==> src/rtl/tone_synth_pkg.sv <==
// Package: shared setting selector codes and the sine table generator.
// Assumes the table generator is only called at elaboration time.
package tone_synth_pkg;

    typedef enum logic [1:0] {
        FLD_FREQ   = 2'd0,
        FLD_PHASE  = 2'd1,
        FLD_AMP    = 2'd2,
        FLD_UNUSED = 2'd3
    } field_e;

    // Rational sine approximation over one turn of n points, scaled to peak.
    function automatic int sine_point(input int i, input int n, input int peak);
        longint half, j, p, v;
        half = n / 2;
        j    = i % half;
        p    = j * (half - j);
        v    = (longint'(peak) * 16 * p) / (5 * half * half - 4 * p);
        return (i >= half) ? int'(-v) : int'(v);
    endfunction

endpackage

==> src/rtl/tone_channel.sv <==
// One oscillator channel: staged and live settings, phase accumulator,
// sine lookup and amplitude scaling, with a registered output sample.
// Assumes PH_W >= OFF_W and PH_W >= AMP_W (all settings share wr_data).
module tone_channel
    import tone_synth_pkg::*;
#(
    parameter int PH_W   = 32,
    parameter int OFF_W  = 16,
    parameter int AMP_W  = 16,
    parameter int LUT_AW = 6,
    parameter int SMP_W  = 14
) (
    input  logic                    clk,
    input  logic                    rst_n,
    input  logic                    wr_en,
    input  logic [1:0]              wr_field,
    input  logic [PH_W-1:0]         wr_data,
    input  logic                    load,
    input  logic                    run,
    output logic signed [SMP_W-1:0] sample
);
    localparam int LUT_N = 1 << LUT_AW;
    localparam int PEAK  = (1 << (SMP_W - 1)) - 1;
    localparam int PW    = SMP_W + AMP_W;
    localparam int PAD   = PH_W - OFF_W;

    logic [PH_W-1:0]         sh_ftw, act_ftw, acc;
    logic [OFF_W-1:0]        sh_off;
    logic [AMP_W-1:0]        sh_amp, act_amp;
    logic signed [SMP_W-1:0] lut [LUT_N];
    logic signed [SMP_W-1:0] sine_val;
    logic signed [PW-1:0]    sine_ext, amp_ext, prod;
    logic                    lsb_unused;

    // Staging copy: catches writes at any time.
    always_ff @(posedge clk) begin
        if (!rst_n) begin
            sh_ftw <= '0;
            sh_off <= '0;
            sh_amp <= '0;
        end else if (wr_en) begin
            case (field_e'(wr_field))
                FLD_FREQ:  sh_ftw <= wr_data;
                FLD_PHASE: sh_off <= wr_data[OFF_W-1:0];
                FLD_AMP:   sh_amp <= wr_data[AMP_W-1:0];
                default:   ;
            endcase
        end
    end

    // Live copy: takes the staged values only at a pulse start.
    always_ff @(posedge clk) begin
        if (!rst_n) begin
            act_ftw <= '0;
            act_amp <= '0;
        end else if (load) begin
            act_ftw <= sh_ftw;
            act_amp <= sh_amp;
        end
    end

    // Phase accumulator: reload to the start phase, then advance while running.
    always_ff @(posedge clk) begin
        if (!rst_n)     acc <= '0;
        else if (load)  acc <= {sh_off, PAD'(0)};
        else if (run)   acc <= acc + act_ftw;
    end

    // Sine table built from constants at elaboration.
    for (genvar g = 0; g < LUT_N; g++) begin : g_lut
        assign lut[g] = SMP_W'(sine_point(g, LUT_N, PEAK));
    end

    assign sine_val = lut[acc[PH_W-1 -: LUT_AW]];

    // Scale the signed sample by the unsigned amplitude fraction.
    always_comb begin
        sine_ext = PW'(sine_val);
        amp_ext  = PW'({1'b0, act_amp});
        prod     = sine_ext * amp_ext;
    end

    assign lsb_unused = ^prod[AMP_W-1:0];

    // Output sample register: silent outside a pulse.
    always_ff @(posedge clk) begin
        if (!rst_n) sample <= '0;
        else        sample <= run ? prod[PW-1 -: SMP_W] : '0;
    end

    // Reload puts the staged start phase in the top bits.
    assert_reload_phase_R3: assert property (@(posedge clk) disable iff (!rst_n)
        load |=> acc == {$past(sh_off), PAD'(0)});

    // Live settings never move between starts.
    assert_live_held_R7: assert property (@(posedge clk) disable iff (!rst_n)
        !load |=> $stable(act_ftw) && $stable(act_amp));

endmodule

==> src/rtl/tone_sum_sat.sv <==
// Adds all channel samples, clips symmetrically to W bits and keeps a
// sticky clip flag that a pulse start clears. Assumes NCH >= 1.
module tone_sum_sat #(
    parameter int NCH = 4,
    parameter int W   = 14
) (
    input  logic                clk,
    input  logic                rst_n,
    input  logic                clr,
    input  logic signed [W-1:0] smp [NCH],
    output logic signed [W-1:0] dout,
    output logic                clip
);
    localparam int SW = W + $clog2(NCH) + 1;
    localparam logic signed [SW-1:0] HI = SW'((1 << (W - 1)) - 1);
    localparam logic signed [SW-1:0] LO = -HI;
    localparam logic signed [W-1:0]  NEG_END = {1'b1, {(W-1){1'b0}}};

    logic signed [SW-1:0] total;
    logic                 over_hi, over_lo;

    // Wide sum of every channel.
    always_comb begin
        total = '0;
        for (int i = 0; i < NCH; i++) total = total + SW'(smp[i]);
    end

    assign over_hi = total > HI;
    assign over_lo = total < LO;

    // Saturated output register.
    always_ff @(posedge clk) begin
        if (!rst_n)       dout <= '0;
        else if (over_hi) dout <= W'(HI);
        else if (over_lo) dout <= W'(LO);
        else              dout <= W'(total);
    end

    // Sticky flag: a clip wins over the clear.
    always_ff @(posedge clk) begin
        if (!rst_n)                  clip <= 1'b0;
        else if (over_hi || over_lo) clip <= 1'b1;
        else if (clr)                clip <= 1'b0;
    end

    assert_no_neg_end_R5: assert property (@(posedge clk) disable iff (!rst_n)
        dout != NEG_END);

    assert_clip_sticky_R6: assert property (@(posedge clk) disable iff (!rst_n)
        (clip && !clr) |=> clip);

    assert_clip_with_rail_R6: assert property (@(posedge clk) disable iff (!rst_n)
        (over_hi || over_lo) |=> clip && (dout == W'(HI) || dout == W'(LO)));

endmodule

==> src/rtl/tone_synth.sv <==
// Top: pulse gate, write routing and NCH oscillator channels feeding the
// saturating adder. Assumes wr_ch values >= NCH address nothing.
module tone_synth #(
    parameter int NCH    = 4,
    parameter int PH_W   = 32,
    parameter int OFF_W  = 16,
    parameter int AMP_W  = 16,
    parameter int LUT_AW = 6,
    parameter int OUT_W  = 14,
    localparam int CH_AW = (NCH > 1) ? $clog2(NCH) : 1
) (
    input  logic                    clk,
    input  logic                    rst_n,
    input  logic                    wr_en,
    input  logic [CH_AW-1:0]        wr_ch,
    input  logic [1:0]              wr_field,
    input  logic [PH_W-1:0]         wr_data,
    input  logic                    pulse_start,
    input  logic                    pulse_stop,
    output logic signed [OUT_W-1:0] dac_out,
    output logic                    clip_flag
);
    logic                    run_q;
    logic signed [OUT_W-1:0] smp [NCH];

    // Pulse gate: start has priority over stop.
    always_ff @(posedge clk) begin
        if (!rst_n)           run_q <= 1'b0;
        else if (pulse_start) run_q <= 1'b1;
        else if (pulse_stop)  run_q <= 1'b0;
    end

    for (genvar g = 0; g < NCH; g++) begin : g_ch
        tone_channel #(
            .PH_W(PH_W), .OFF_W(OFF_W), .AMP_W(AMP_W),
            .LUT_AW(LUT_AW), .SMP_W(OUT_W)
        ) u_ch (
            .clk      (clk),
            .rst_n    (rst_n),
            .wr_en    (wr_en && (wr_ch == CH_AW'(g))),
            .wr_field (wr_field),
            .wr_data  (wr_data),
            .load     (pulse_start),
            .run      (run_q),
            .sample   (smp[g])
        );
    end

    tone_sum_sat #(.NCH(NCH), .W(OUT_W)) u_sum (
        .clk   (clk),
        .rst_n (rst_n),
        .clr   (pulse_start),
        .smp   (smp),
        .dout  (dac_out),
        .clip  (clip_flag)
    );

    assert_start_opens_R8: assert property (@(posedge clk) disable iff (!rst_n)
        pulse_start |=> run_q);

    assert_stop_closes_R8: assert property (@(posedge clk) disable iff (!rst_n)
        (pulse_stop && !pulse_start) |=> !run_q);

    assert_idle_silent_R8: assert property (@(posedge clk) disable iff (!rst_n)
        (!run_q && $past(!run_q)) |=> dac_out == '0);

endmodule

==> config.mk <==
export PLATFORM = sky130hd
export DESIGN_NAME = tone_synth
export DESIGN_NICKNAME = d
export VERILOG_FILES = /design/src/rtl/tone_synth_pkg.sv /design/src/rtl/tone_channel.sv /design/src/rtl/tone_sum_sat.sv /design/src/rtl/tone_synth.sv
export SDC_FILE = /design/constraint.sdc
export NUM_CORES = 2
export LEC_CHECK = 0
export CAP_MARGIN = 20
export CORE_MARGIN = 2
export CORE_UTILIZATION = 40
export DETAILED_ROUTE_END_ITERATION = 10
export PLACE_DENSITY = 0.64
export SLEW_MARGIN = 20
export SYNTH_ARGS = -nofsm -noshare
export SYNTH_HDL_FRONTEND = slang
export SYNTH_SLANG_ARGS = --single-unit
==> constraint.sdc <==
create_clock -name clk -period 23.9 [get_ports clk]
set_input_delay 4.78 -clock clk [delete_from_list [all_inputs] [get_ports clk]]
set_output_delay 4.78 -clock clk [all_outputs]
set_load 0.02 [all_outputs]
### Yosys cells after proc, flatten, opt, wreduce, memory -nomap -nowiden

Memories as Yosys holds them, arrays and structs flattened.
Cells that the tools add are included.

| word-level totals | value |
|---|---|
| register bits after elaboration | 648 |
| memory bits (read-only) | 3,584 |
| bits of input ports | 41 |
| output and inout port bits | 15 |
| word-level logic and storage cells | 114 |
| memories | 4 |

Memories:

| name | depth | width | read ports | clocked after memory_dff | wr ports | line | text |
|---|---|---|---|---|---|---|---|
| (no name shown) | 64 | 14 | 1 | 0 | 0 | tone_channel.sv:74 | `assign sine_val = lut[acc[PH_W-1 -: LUT_AW]];` |
| (no name shown) | 64 | 14 | 1 | 0 | 0 | tone_channel.sv:74 |  |
| (no name shown) | 64 | 14 | 1 | 0 | 0 | tone_channel.sv:74 |  |
| (no name shown) | 64 | 14 | 1 | 0 | 0 | tone_channel.sv:74 |  |

| operators by class | value |
|---|---|
| add/subtract/negate cells | 7 |
| $mul | 4 |
| $lt $le $gt $ge | 6 |
| equal/unequal tests | 5 |
| multiplexer cells | 22 |
| bitwise logic cells | 5 |
| reductions and logical operators | 25 |

Operators by type and width:

| kind | number |
|---|---|
| 32-bit two-way mux | 8 |
| 32-bit adder | 4 |
| 14-bit two-way mux | 9 |
| 14-bit by 17-bit multiplier with 30-bit output | 4 |
| 7-bit greater-or-equal comparator, second input constant | 4 |
| 6-bit NOT with 7-bit output | 4 |
| 2-bit AND reduction | 13 |
| 17-bit by 14-bit adder with 17-bit output | 1 |
| 17-bit by 14-bit greater-than comparator with 1-bit output, second input constant | 1 |
| 17-bit by 14-bit < comparator with 1-bit output, second input constant | 1 |
| 15-bit by 14-bit adder with 16-bit output | 1 |
| 14-bit by 14-bit adder with 15-bit output | 1 |
| 13-bit two-way mux | 1 |
| 2-bit == test, second input constant | 3 |
| 2-bit nonzero test | 3 |
| 2-bit by 1-bit == test with 1-bit output, second input constant | 2 |
| 1-bit logical AND | 4 |
| 2-bit zero test | 2 |
| 1-bit two-way mux | 4 |
| 2-bit OR reduction | 2 |
| 1-bit logical OR | 1 |
| 1-bit NOT | 1 |

### Depth between registers and ports, before layout

| logic depth | value |
|---|---|
| word-level depth | 6 |
| depth in mapped cells | 35 |
| gate-level depth less buffers | 33 |

### Modules after synthesis

Synthesis repeated with hierarchy kept, for this count alone.

| second synthesis, totals | value |
|---|---|
| cell total of the unflattened synthesis | 7,739 |
| area total of the unflattened synthesis | 65,333.9 um^2 |

Modules (own cells, without submodules):

| module | instances | cells each | area each (um^2) | seq. area each (um^2) |
|---|---|---|---|---|
| tone_channel (g_ch[2].u_ch) | 1 | 1,896 | 16,032.9 | 3,163.0 |
| tone_channel (g_ch[0].u_ch) | 1 | 1,878 | 15,964.1 | 3,163.0 |
| tone_channel (g_ch[3].u_ch) | 1 | 1,853 | 15,601.2 | 3,163.0 |
| tone_channel (g_ch[1].u_ch) | 1 | 1,851 | 15,553.7 | 3,163.0 |
| tone_sum_sat | 1 | 253 | 2,105.8 | 300.3 |
| tone_synth | 1 | 8 | 76.3 | 20.0 |

### Least setup slack after synthesis

OpenSTA, ideal clock, no wires.

| path | value |
|---|---|
| path type | reg2reg |
| start | register g_ch[3].u_ch.acc[26] |
| end | register g_ch[3].u_ch.sample[8] |
| library setup time | 0.122 ns |
| data arrival time | 7.929 ns |
| setup slack | 15.850 ns |
| cell stages (with the launch flop) | 30 |
| buffers on the path | 3 |
| clock period less this slack | 8.050 ns |
| cell sequence | dfxtp_1 -> clkbuf_1 -> inv_1 -> ha_1 -> clkbuf_1 -> nand2_1 -> o21a_1 -> mux4_2 -> mux2i_1 -> clkbuf_1 -> nand2_1 -> fa_1 -> fa_1 -> inv_1 -> fa_1 -> fa_1 -> fa_1 -> inv_1 -> fa_1 -> inv_1 -> ha_1 -> a21o_1 -> a21o_1 -> a221o_1 -> a221oi_4 -> a221oi_4 -> o221ai_2 -> a21o_1 -> a21boi_1 -> o311a_1 |

| on the way | value |
|---|---|
| cells in the longest elaborated chain, start to end | 5 |

Ends and longest elaborated chain:

| what | line | text |
|---|---|---|
| start, declared | tone_channel.sv:27 | `logic [PH_W-1:0] sh_ftw, act_ftw, acc;` |
| start signal, assigned | tone_channel.sv:65 | `else if (load) acc <= {sh_off, PAD'(0)};` |
| start signal, assigned | tone_channel.sv:66 | `else if (run) acc <= acc + act_ftw;` |
| 6-bit NOT with 7-bit output (not written as such) | tone_channel.sv:74 |  |
| memory 64 x 14 bit | - |  |
| 14-bit two-way mux (not written as such) (2 in series) | tone_channel.sv:74 |  |
| 14-bit by 17-bit multiplier with 30-bit output | tone_channel.sv:80 | `prod = sine_ext * amp_ext;` |
| end signal, assigned | tone_channel.sv:88 | `else sample <= run ? prod[PW-1 -: SMP_W] : '0;` |
| end, declared | tone_channel.sv:20 | `output logic signed [SMP_W-1:0] sample` |

Every way passes these cells. The select of a mux whose other input is x is not followed.
A chain may end at the register's enable or synchronous reset.

### Worst setup path in the final report

| path | value |
|---|---|
| start | register g_ch[3].u_ch.acc[27] |
| end | register g_ch[3].u_ch.sample[8] |

Same word-level chain as after synthesis.

==> flow_metrics.tcl <==
set metrics [dict create \
    grt-ovfl-total 0 \
    rsz0062_at_grt "false" \
    dominantRegCellSynth "dfxtp_1" \
    arrival_ns 9.33 \
    p_leak_nw 32.4 \
    p_per_area_nw_per_um2 38.2 \
    cts_max_path_buffers 3 \
    path_common_cell "inv_1" \
    hold_class "flip-flop to flip-flop" \
    area_growth_pct 7.64 \
    drcViolationCount 0 \
    synth_edf_count 0 \
    final_common_cell "nand2_1" \
    max-vdd-ir-drop_uv 51.2 \
    grt_pass1_wl_mm 282 \
    h-tree-depth 3 \
    critPathMaxFanout 20 \
    gp_congestion 0.909 \
    cts_tree "yes" \
    core_area_sq_um 159000 \
    worstSetupPathType "flip-flop to flip-flop" \
    r2r_slack_ns 15.12 \
    cts_buffers 73 \
    tightest_slew_ns 1.13 \
    yosysWarnings 0 \
    tns_ns 0 \
    end_kind "flip-flop" \
    min_period_ns 8.78 \
    clock-root-buffer "clkbuf_16" \
    worstReg2RegEnd "g_ch[3].u_ch.sample[8]" \
    synth.net_count 8991 \
    grt_use_total 0.213 \
    synthCells 7668 \
    synth_area_sq_um 64100 \
    finalWorstSetupSlack_ns 15.12 \
    die_x_um 404 \
    cp_slowest_cell "dfxtp_1" \
    drv_slew 0 \
    dr_total_vias 51485 \
    reg2reg_depth 30 \
    io-pin-count 56 \
    ys_ff_latch 648 \
    fin_worst_skew_ns 0.0407 \
    insertion_delay_ns 0.67 \
    critPathMaxStageDelay_ns 0.78 \
    rows 146 \
    antenna_found_initial 4 \
    fp.dieH_um 404 \
    min_from "g_ch[0].u_ch.sh_off[11]" \
    dp_hpwl_mm 125 \
    cap_violations 0 \
    die-area_sq_um 163000 \
    avgSynthCellArea_sq_um 8.36 \
    final_nets 8801 \
    pre_cts_ws_ns 15.12 \
    critPathLaunchType "flip-flop" \
    slew_headroom 0.244 \
    finalHoldViolations 0 \
    viasPerCell 5.36 \
    ctsHoldBuffers 0 \
    r2r-start "g_ch[3].u_ch.acc[27]" \
    drt_iter0_drc 3334 \
    antenna_left 0 \
    io_buffers 55 \
    hold_depth 2 \
    synthDistinctLibCells 110 \
    layout_common_cells "nand2_1, inv_1, fa_1, dfxtp_1, ha_1" \
    cts_resized 0 \
    outcome "completed" \
    setup-violations-final 0 \
    hold_path_end "g_ch[0].u_ch.sh_off[11]" \
    dr.pass1.iters 6 \
    start_util 0.404 \
    wl_mm 174 \
    clock_sinks 648 \
    required_ns 24.45 \
    post_cts_buffers 0 \
    clk_pin_slew_ns 0.06 \
    ys_seq_area_frac 0.202 \
    grt_pass1_vias 52291 \
    layout-drive-gt1-share 0.0488 \
    timing.final.crit_share 0.367 \
    async_flop_share 0 \
    clock.fmax_mhz 114 \
    wire_per_inst_um 18.1 \
    grt_max_degree 139 \
]
[through the flow]
step                       util  instance area (sq um)  instances  power [mW]  hold slack (ns)
after floorplan               -                  64100       7668        1.36            0.431
after global placement    0.419                  66500       9474        1.48            0.439
after detailed placement  0.419                  66500       9474        1.48            0.445
after CTS                 0.435                  69000       9607        2.65            0.452
after global routing      0.435                  69000       9608        2.73            0.468
final                     0.435                  69000       9609        2.63            0.451
[how the worst max path moves through the flow]
stage | start | to | slack [ns] | cells after the start
final | g_ch[3].u_ch.acc[27] | g_ch[3].u_ch.sample[8] | 15.12 | 30
after global routing | g_ch[3].u_ch.acc[27] | g_ch[3].u_ch.sample[11] | 14.53 | 30
after CTS | g_ch[3].u_ch.acc[27] | g_ch[3].u_ch.sample[8] | 15.12 | 30
after detailed placement | g_ch[3].u_ch.acc[27] | g_ch[3].u_ch.sample[8] | 15.12 | 30
after global placement | g_ch[1].u_ch.acc[27] | g_ch[1].u_ch.sample[13] | 15.02 | 28
after floorplan | g_ch[3].u_ch.acc[26] | g_ch[3].u_ch.sample[8] | 15.85 | 29
[power by group]
group,internal [mW],total (mW),switching (mW),leakage (nW)
logic,0.109,0.356,0.246,25.9
clock network,0.673,1.17,0.494,1.21
registers,1.09,1.11,0.0159,5.24
[cell type report]
| class | instances | area [sq um] |
|---|---|---|
| Antenna cell | 1 | 2.50 |
| Clock buffer | 104 | 2120 |
| Clock inverter | 29 | 374 |
| Fill cell | 15487 | 89700 |
| Inverter | 890 | 3350 |
| Multi-Input combinational cell | 5703 | 46200 |
| Sequential cell | 648 | 13000 |
| Tap cell | 2072 | 2590 |
| Timing Repair Buffer | 162 | 1370 |
[cell families after synthesis]
family / after synthesis / share of synthesized area
AND/OR/NAND/NOR: 2576 / 0.185
AO/OA/AOI/OAI: 1401 / 0.138
buffers and inverters: 1317 / 0.0781
adder cells (fa/ha/maj): 1282 / 0.330
flip-flops: 648 / 0.202
multiplexers: 279 / 0.0449
XOR/XNOR: 165 / 0.0225
[Yosys cell counts, types with 13 or more instances]
cell type | count | area, sq um
o21ai_0 | 251 | 1260
buf_1 | 49 | 184
ha_1 | 602 | 7530
a21oi_1 | 579 | 2900
nand4_1 | 23 | 144
xnor2_1 | 106 | 928
and3_1 | 24 | 150
or2_2 | 48 | 300
a31oi_1 | 41 | 257
o21a_1 | 39 | 293
nor2_1 | 547 | 2050
nand2_1 | 1116 | 4190
buf_2 | 24 | 120
o211ai_1 | 40 | 300
nand3_1 | 90 | 450
a211o_1 | 13 | 114
nand2b_1 | 49 | 307
a21o_1 | 118 | 886
and2_1 | 429 | 2680
a211oi_1 | 57 | 428
a311oi_1 | 14 | 123
or3_1 | 20 | 125
nor2b_1 | 75 | 469
o21bai_1 | 22 | 165
mux2i_1 | 266 | 2660
o31ai_1 | 16 | 120
a21boi_0 | 16 | 120
inv_1 | 883 | 3310
fa_1 | 680 | 13600
o22ai_1 | 21 | 131
xor2_1 | 59 | 517
nor3_1 | 95 | 475
clkbuf_1 | 348 | 1310
dfxtp_1 | 648 | 13000
[registers in the layout, indices dropped and copies added, names as in the netlist]
signal,count
g_ch.u_ch.acc,128
g_ch.u_ch.act_ftw,128
g_ch.u_ch.sh_ftw,128
g_ch.u_ch.act_amp,64
g_ch.u_ch.sh_amp,64
g_ch.u_ch.sh_off,64
g_ch.u_ch.sample,56
u_sum.dout,14
run_q,1
u_sum.clip,1
[per-layer routing]
layer,global-route usage,part of all wire,vias up
met5,0,0,-
met4,0.0709,0.034,0
met1,0.293,0.46,24995
li1,-,-,24689
met3,0.0315,0.063,273
met2,0.344,0.45,1528
[critical path: cells and delay by family, from the launching register on]
| family | cells | cell delay (ns) |
|---|---|---|
| DFF | 1 | 0.78 |
| muxes | 1 | 0.62 |
| and+or+nand+nor | 4 | 0.70 |
| buffers and inverters | 7 | 0.52 |
| adders and majority gates | 8 | 3.80 |
| AOI/OAI and AO/OA | 10 | 2.25 |
No activity file was read; power rests on OpenSTA's default activity.
